==> config.mk <==
export PLATFORM = sky130hd
export DESIGN_NAME = mzb_bridge
export DESIGN_NICKNAME = d
export VERILOG_FILES = /design/src/rtl/mzb_pkg.sv /design/src/rtl/mzb_decode.sv /design/src/rtl/mzb_seq.sv /design/src/rtl/mzb_bridge.sv
export SDC_FILE = /design/constraint.sdc
export NUM_CORES = 1
export LEC_CHECK = 0
export BUFFER_PORTS_ARGS = -buffer_cell sky130_fd_sc_hd__clkbuf_2
export CAP_MARGIN = 15
export CORE_MARGIN = 4
export CORE_UTILIZATION = 40
export CTS_CLUSTER_DIAMETER = 120
export DETAILED_ROUTE_END_ITERATION = 12
export GPL_TIMING_DRIVEN = 1
export PLACE_DENSITY = 0.71
export SKIP_CTS_REPAIR_TIMING = 1
export SYNTH_ARGS = -nofsm -noshare
export SYNTH_HDL_FRONTEND = slang
export SYNTH_SLANG_ARGS = --single-unit
==> constraint.sdc <==
create_clock -name clk -period 1.85 [get_ports clk]
set_clock_uncertainty 0.05 [all_clocks]
set_input_delay 0.185 -clock clk [delete_from_list [all_inputs] [get_ports clk]]
set_output_delay 0.185 -clock clk [all_outputs]
set_load 0.01 [all_outputs]
==> src/rtl/mzb_pkg.sv <==
package mzb_pkg;
    typedef enum logic [1:0] {
        SP_MEM  = 2'd0,
        SP_IO   = 2'd1,
        SP_ID   = 2'd2,
        SP_IACK = 2'd3
    } space_e;

    typedef enum logic [2:0] {
        ST_IDLE,
        ST_ARM,
        ST_STRB,
        ST_RESP,
        ST_HOLD
    } state_e;
endpackage

==> src/rtl/mzb_decode.sv <==
module mzb_decode
    import mzb_pkg::*;
#(
    parameter int AW     = 24,
    parameter int SLOT_W = 2,
    parameter int DW     = 16,
    localparam int MAW   = AW - 3 - SLOT_W
) (
    input  logic [AW-1:0]     addr,
    input  logic              byte_acc,
    input  logic [DW-1:0]     wdata,
    output space_e            space,
    output logic [SLOT_W-1:0] slot,
    output logic [MAW-1:0]    waddr,
    output logic [1:0]        be,
    output logic [DW-1:0]     lane_wdata
);
    always_comb begin
        space = space_e'(addr[AW-1 -: 2]);
        slot  = addr[AW-3 -: SLOT_W];
        waddr = addr[MAW:1];
        if (space == SP_MEM || (space != SP_IACK && !byte_acc)) begin
            be         = 2'b11;
            lane_wdata = wdata;
        end else if (space == SP_IACK) begin
            be         = 2'b01;
            lane_wdata = wdata;
        end else begin
            be         = addr[0] ? 2'b01 : 2'b10;
            lane_wdata = {wdata[DW/2-1:0], wdata[DW/2-1:0]};
        end
    end
endmodule

==> src/rtl/mzb_seq.sv <==
module mzb_seq
    import mzb_pkg::*;
#(
    parameter int TMO  = 64,
    localparam int CW  = (TMO > 2) ? $clog2(TMO) : 1
) (
    input  logic clk,
    input  logic rst_n,
    input  logic sel,
    input  logic ce,
    input  logic ack,
    output logic latch,
    output logic strb_on,
    output logic capture,
    output logic done,
    output logic berr
);
    typedef struct packed {
        state_e        st;
        logic [CW-1:0] cnt;
        logic          err;
    } seq_t;

    seq_t q, d;

    always_comb begin
        d       = q;
        latch   = 1'b0;
        capture = 1'b0;
        case (q.st)
            ST_IDLE: if (sel) begin
                d.st  = ST_ARM;
                latch = 1'b1;
            end
            ST_ARM: if (ce) begin
                d.st  = ST_STRB;
                d.cnt = '0;
                d.err = 1'b0;
            end
            ST_STRB: if (ce) begin
                if (ack) begin
                    capture = 1'b1;
                    d.st    = ST_RESP;
                end else if (q.cnt == CW'(TMO - 1)) begin
                    d.st  = ST_RESP;
                    d.err = 1'b1;
                end else begin
                    d.cnt = q.cnt + 1'b1;
                end
            end
            ST_RESP: d.st = ST_HOLD;
            ST_HOLD: if (!sel) d.st = ST_IDLE;
            default: d.st = ST_IDLE;
        endcase
        strb_on = (q.st == ST_STRB);
        done    = (q.st == ST_RESP) && !q.err;
        berr    = (q.st == ST_RESP) && q.err;
    end

    always_ff @(posedge clk or negedge rst_n) begin
        if (!rst_n) begin
            q <= '{st: ST_IDLE, cnt: '0, err: 1'b0};
        end else begin
            q <= d;
        end
    end
endmodule

==> src/rtl/mzb_bridge.sv <==
module mzb_bridge
    import mzb_pkg::*;
#(
    parameter int AW      = 24,
    parameter int SLOT_W  = 2,
    parameter int IRQ_PER = 2,
    parameter int TMO     = 64,
    localparam int DW     = 16,
    localparam int NSLOT  = 1 << SLOT_W,
    localparam int MAW    = AW - 3 - SLOT_W
) (
    input  logic                     clk,
    input  logic                     rst_n,
    input  logic                     hst_sel,
    input  logic [AW-1:0]            hst_addr,
    input  logic                     hst_wr,
    input  logic                     hst_byte,
    input  logic [DW-1:0]            hst_wdata,
    output logic [DW-1:0]            hst_rdata,
    output logic                     hst_done,
    output logic                     hst_berr,
    input  logic                     mod_ce,
    output logic [MAW-1:0]           mod_addr,
    output logic [1:0]               mod_be,
    output logic                     mod_wr,
    output logic [DW-1:0]            mod_wdata,
    input  logic [DW-1:0]            mod_rdata,
    input  logic                     mod_ack,
    output logic [NSLOT-1:0]         mod_memsel,
    output logic [NSLOT-1:0]         mod_iosel,
    output logic [NSLOT-1:0]         mod_idsel,
    output logic [NSLOT-1:0]         mod_intsel,
    input  logic [NSLOT*IRQ_PER-1:0] mod_irq,
    output logic [NSLOT*IRQ_PER-1:0] irq_out
);
    typedef struct packed {
        space_e            space;
        logic [SLOT_W-1:0] slot;
        logic [MAW-1:0]    waddr;
        logic [1:0]        be;
        logic              wr;
        logic [DW-1:0]     wdata;
        logic [DW-1:0]     rdata;
    } req_t;

    req_t              q, d;
    space_e            dec_space;
    logic [SLOT_W-1:0] dec_slot;
    logic [MAW-1:0]    dec_waddr;
    logic [1:0]        dec_be;
    logic [DW-1:0]     dec_wdata;
    logic              latch, strb_on, capture;
    logic [DW-1:0]     rd_fmt;

    mzb_decode #(.AW(AW), .SLOT_W(SLOT_W), .DW(DW)) u_dec (
        .addr       (hst_addr),
        .byte_acc   (hst_byte),
        .wdata      (hst_wdata),
        .space      (dec_space),
        .slot       (dec_slot),
        .waddr      (dec_waddr),
        .be         (dec_be),
        .lane_wdata (dec_wdata)
    );

    mzb_seq #(.TMO(TMO)) u_seq (
        .clk     (clk),
        .rst_n   (rst_n),
        .sel     (hst_sel),
        .ce      (mod_ce),
        .ack     (mod_ack),
        .latch   (latch),
        .strb_on (strb_on),
        .capture (capture),
        .done    (hst_done),
        .berr    (hst_berr)
    );

    always_comb begin
        case (q.be)
            2'b10:   rd_fmt = {{(DW/2){1'b0}}, mod_rdata[DW-1:DW/2]};
            2'b01:   rd_fmt = {{(DW/2){1'b0}}, mod_rdata[DW/2-1:0]};
            default: rd_fmt = mod_rdata;
        endcase
        d = q;
        if (latch) begin
            d.space = dec_space;
            d.slot  = dec_slot;
            d.waddr = dec_waddr;
            d.be    = dec_be;
            d.wr    = hst_wr && (dec_space != SP_IACK);
            d.wdata = dec_wdata;
        end
        if (capture) begin
            d.rdata = rd_fmt;
        end
    end

    always_ff @(posedge clk or negedge rst_n) begin
        if (!rst_n) begin
            q <= '{space: SP_MEM, slot: '0, waddr: '0, be: 2'b00,
                   wr: 1'b0, wdata: '0, rdata: '0};
        end else begin
            q <= d;
        end
    end

    for (genvar s = 0; s < NSLOT; s++) begin : g_slot
        logic hit;
        assign hit           = strb_on && (q.slot == SLOT_W'(s));
        assign mod_memsel[s] = hit && (q.space == SP_MEM);
        assign mod_iosel[s]  = hit && (q.space == SP_IO);
        assign mod_idsel[s]  = hit && (q.space == SP_ID);
        assign mod_intsel[s] = hit && (q.space == SP_IACK);
    end

    assign mod_addr  = q.waddr;
    assign mod_be    = q.be;
    assign mod_wr    = strb_on && q.wr;
    assign mod_wdata = q.wdata;
    assign hst_rdata = q.rdata;
    assign irq_out   = mod_irq;
endmodule

==> impl_metrics.json <==
{
  "numCtsBuffers": 9,
  "r2r_cells": 6,
  "synth_xor_area_frac": 0.0102,
  "synthSimpleGateAreaFrac": 0.124,
  "rows": 34,
  "synth_top_area_frac": 0.477,
  "place_area_um2": 3940,
  "finalSetupViolCount": 5,
  "avgSynthCellArea_um2": 10.5,
  "critPathKind": "flop to output pin",
  "arrival_ns": 1.66,
  "power_mw": 7.28,
  "routed_wirelength_mm": 7.96,
  "htree_num_levels": 3,
  "fin_crit_sh": 1.03,
  "cap_violations": 0,
  "die_w_um": 102,
  "cts.sinks": 68,
  "end_kind": "output pin",
  "p_per_area_nw_per_um2": 1670,
  "grt_max_degree": 69,
  "ant_nets": 0,
  "area_delta_synth_final_pct": 22.6,
  "ys.flop_type": "dfrtp_1",
  "synth_compound_area_frac": 0.0975,
  "drc": 0,
  "grt_pass1_vias": 2504,
  "status": "finished with violations",
  "cts_tree": "built",
  "overflow": 0,
  "syn_area_um2": 3570,
  "first_iter_violations": 50,
  "design.core.area_um2": 8680,
  "n_antenna_cell": 0,
  "hold_end": "mod_addr[1]$_DFFE_PN0P_",
  "die-area_um2": 10500,
  "reg2reg_from": "u_seq.q[7]$_DFFE_PN0P_",
  "hp-start": "hst_addr[2]",
  "netlist_instances": 339,
  "yosys.cell_count.top_type": "dfrtp_1",
  "yosysWarnings": 0,
  "root_buffer": "clkbuf_8",
  "relSlewSlack": 0.664,
  "worst_pin_slew_ns": 0.503,
  "critPathRequiredTime_ns": 1.62,
  "dieHeight_um": 102,
  "reg2reg_to": "mod_addr[18]$_DFFE_PN0P_",
  "grt_pass1_wl_mm": 11.8,
  "drv_slew": 0,
  "ir_worst_vdd_mv": 0.700,
  "max_freq_mhz": 527,
  "dp_hpwl_mm": 5.50,
  "synth.area.mux_share": 0.124,
  "violations": "negative setup slack",
  "ys_ff_latch": 68,
  "synth_top_area_cell": "dfrtp_1",
  "start_kind": "flop",
  "clkLatencyLatePin_ns": 0.34,
  "start_util": 0.411,
  "clock_path_buffers": 2,
  "synthesis.nets": 413,
  "gp_congestion": 0.774,
  "hold_class": "primary input to flop",
  "place_ws_ns": 0.0767,
  "antenna_found_initial": 0,
  "ioPinCount": 151,
  "rsz0062_at_grt": "true",
  "wl_per_cell_um": 14.7,
  "async_flop_share": 1.00,
  "grt_usage": 0.143,
  "yosys-top-cells-count": "dfrtp_1, buf_4, mux2_2",
  "final_nets": 502,
  "synth_top_family_by_area": "buffers and inverters",
  "portBuffers": 134,
  "synth-adder-area-share": 0.0105,
  "hold_violations": 0,
  "r2r_slack_ns": 0.05,
  "yosys-top-cells-area": "dfrtp_1, buf_4, mux2_2",
  "vias": 2600,
  "ys_types": 41,
  "leakagePower_nw": 2.19,
  "whs_path_depth": 2,
  "ys_seq_area_frac": 0.477,
  "design_area_um2": 4370,
  "viasPerCell": 4.81,
  "synth_edf_count": 0,
  "finalCriticalPeriod_ns": 1.90,
  "drt_pre_antenna_iters": 4,
  "path_max_fanout": 4,
  "clk_pin_slew_ns": 0.08,
  "drive_above_1_share": 0.497,
  "setup_ws_ns": -0.0482,
  "final_util": 0.504
}
==> logic make-up after synthesis <==
family / Yosys count
simple gates: 92
flops: 68
mux: 40
fa+ha+maj: 3
buf+inv: 81
xor+xnor: 2
compound gates: 53
==> per-layer routing <==
layer / wire length [um] / track usage / part of all wire / vias up
met1: 3390 / 0.182 / 0.43 / 1234
li1: - / - / - / 1268
met2: 3940 / 0.232 / 0.50 / 86
met5: 0 / 0 / 0 / -
met3: 488 / 0.0328 / 0.061 / 12
met4: 134 / 0.0605 / 0.017 / 0
==> placed cells by master (no fill, tap or decap), drive strengths merged, types with 8 or more instances in the layout <==
| cell type | instances |
|---|---|
| clkbuf | 139 |
| dfrtp | 68 |
| mux2 | 32 |
| nand2 | 31 |
| nor2 | 30 |
| buf | 24 |
| o21ai | 17 |
| a21oi | 14 |
| a22oi | 8 |
| mux2i | 8 |
==> state kept, by name, indices dropped and copies added, names as in the netlist <==
signal and count:
hst_rdata 16, mod_addr 19, mod_be 2, mod_wdata 16, q 5, u_seq.q 10
==> worst max-delay path by stage <==
| stage | from | endpoint | slack (ns) | cells past startpoint |
|---|---|---|---|---|
| after floorplan | mod_be[0]$_DFFE_PN0P_ | hst_rdata[1]$_DFFE_PN0P_ | 0.11 | 7 |
| after global placement | u_seq.q[8]$_DFFE_PN0P_ | mod_memsel[0] | 0.08 | 4 |
| after detailed placement | u_seq.q[8]$_DFFE_PN0P_ | mod_memsel[0] | 0.08 | 4 |
| after CTS | u_seq.q[8]$_DFFE_PN0P_ | mod_memsel[0] | -0.31 | 4 |
| after global routing | u_seq.q[7]$_DFFE_PN0P_ | mod_memsel[0] | -0.12 | 4 |
| final | u_seq.q[9]$_DFFE_PN0P_ | mod_memsel[0] | -0.05 | 4 |
==> critical path, stage by stage, from the launching register on <==
cell,delay (ns)
dfrtp_1,0.41
nor3b_2,0.22
or3b_4,0.44
nor3_2,0.11
buf_2,0.15
==> report_power, final <==
group          internal (mW)  switching, mW
Sequential              2.15          0.430
Clock                  0.974          0.574
Combinational           1.57           1.59
Total                   4.69           2.59
==> area by class of cell <==
class                   count  area [um2]
clock buffers              11         151
clock inverters             5         106
fillers                   788        4310
inverters                   6        22.5
multi-input cells         190        1350
flip-flops and latches     68        1700
well taps                 108         135
repair buffers            153         900
==> metrics by stage <==
stage	hold WS, ns	TNS, ns	std cells
final	0.0227	-0.134	541
after global routing	0.0138	-1.18	541
after detailed placement	0.194	0	517
after global placement	0.185	0	517
after CTS	-0.183	-2.61	533
after floorplan	-0.161	0	339
(Power assumes the default switching activity.)
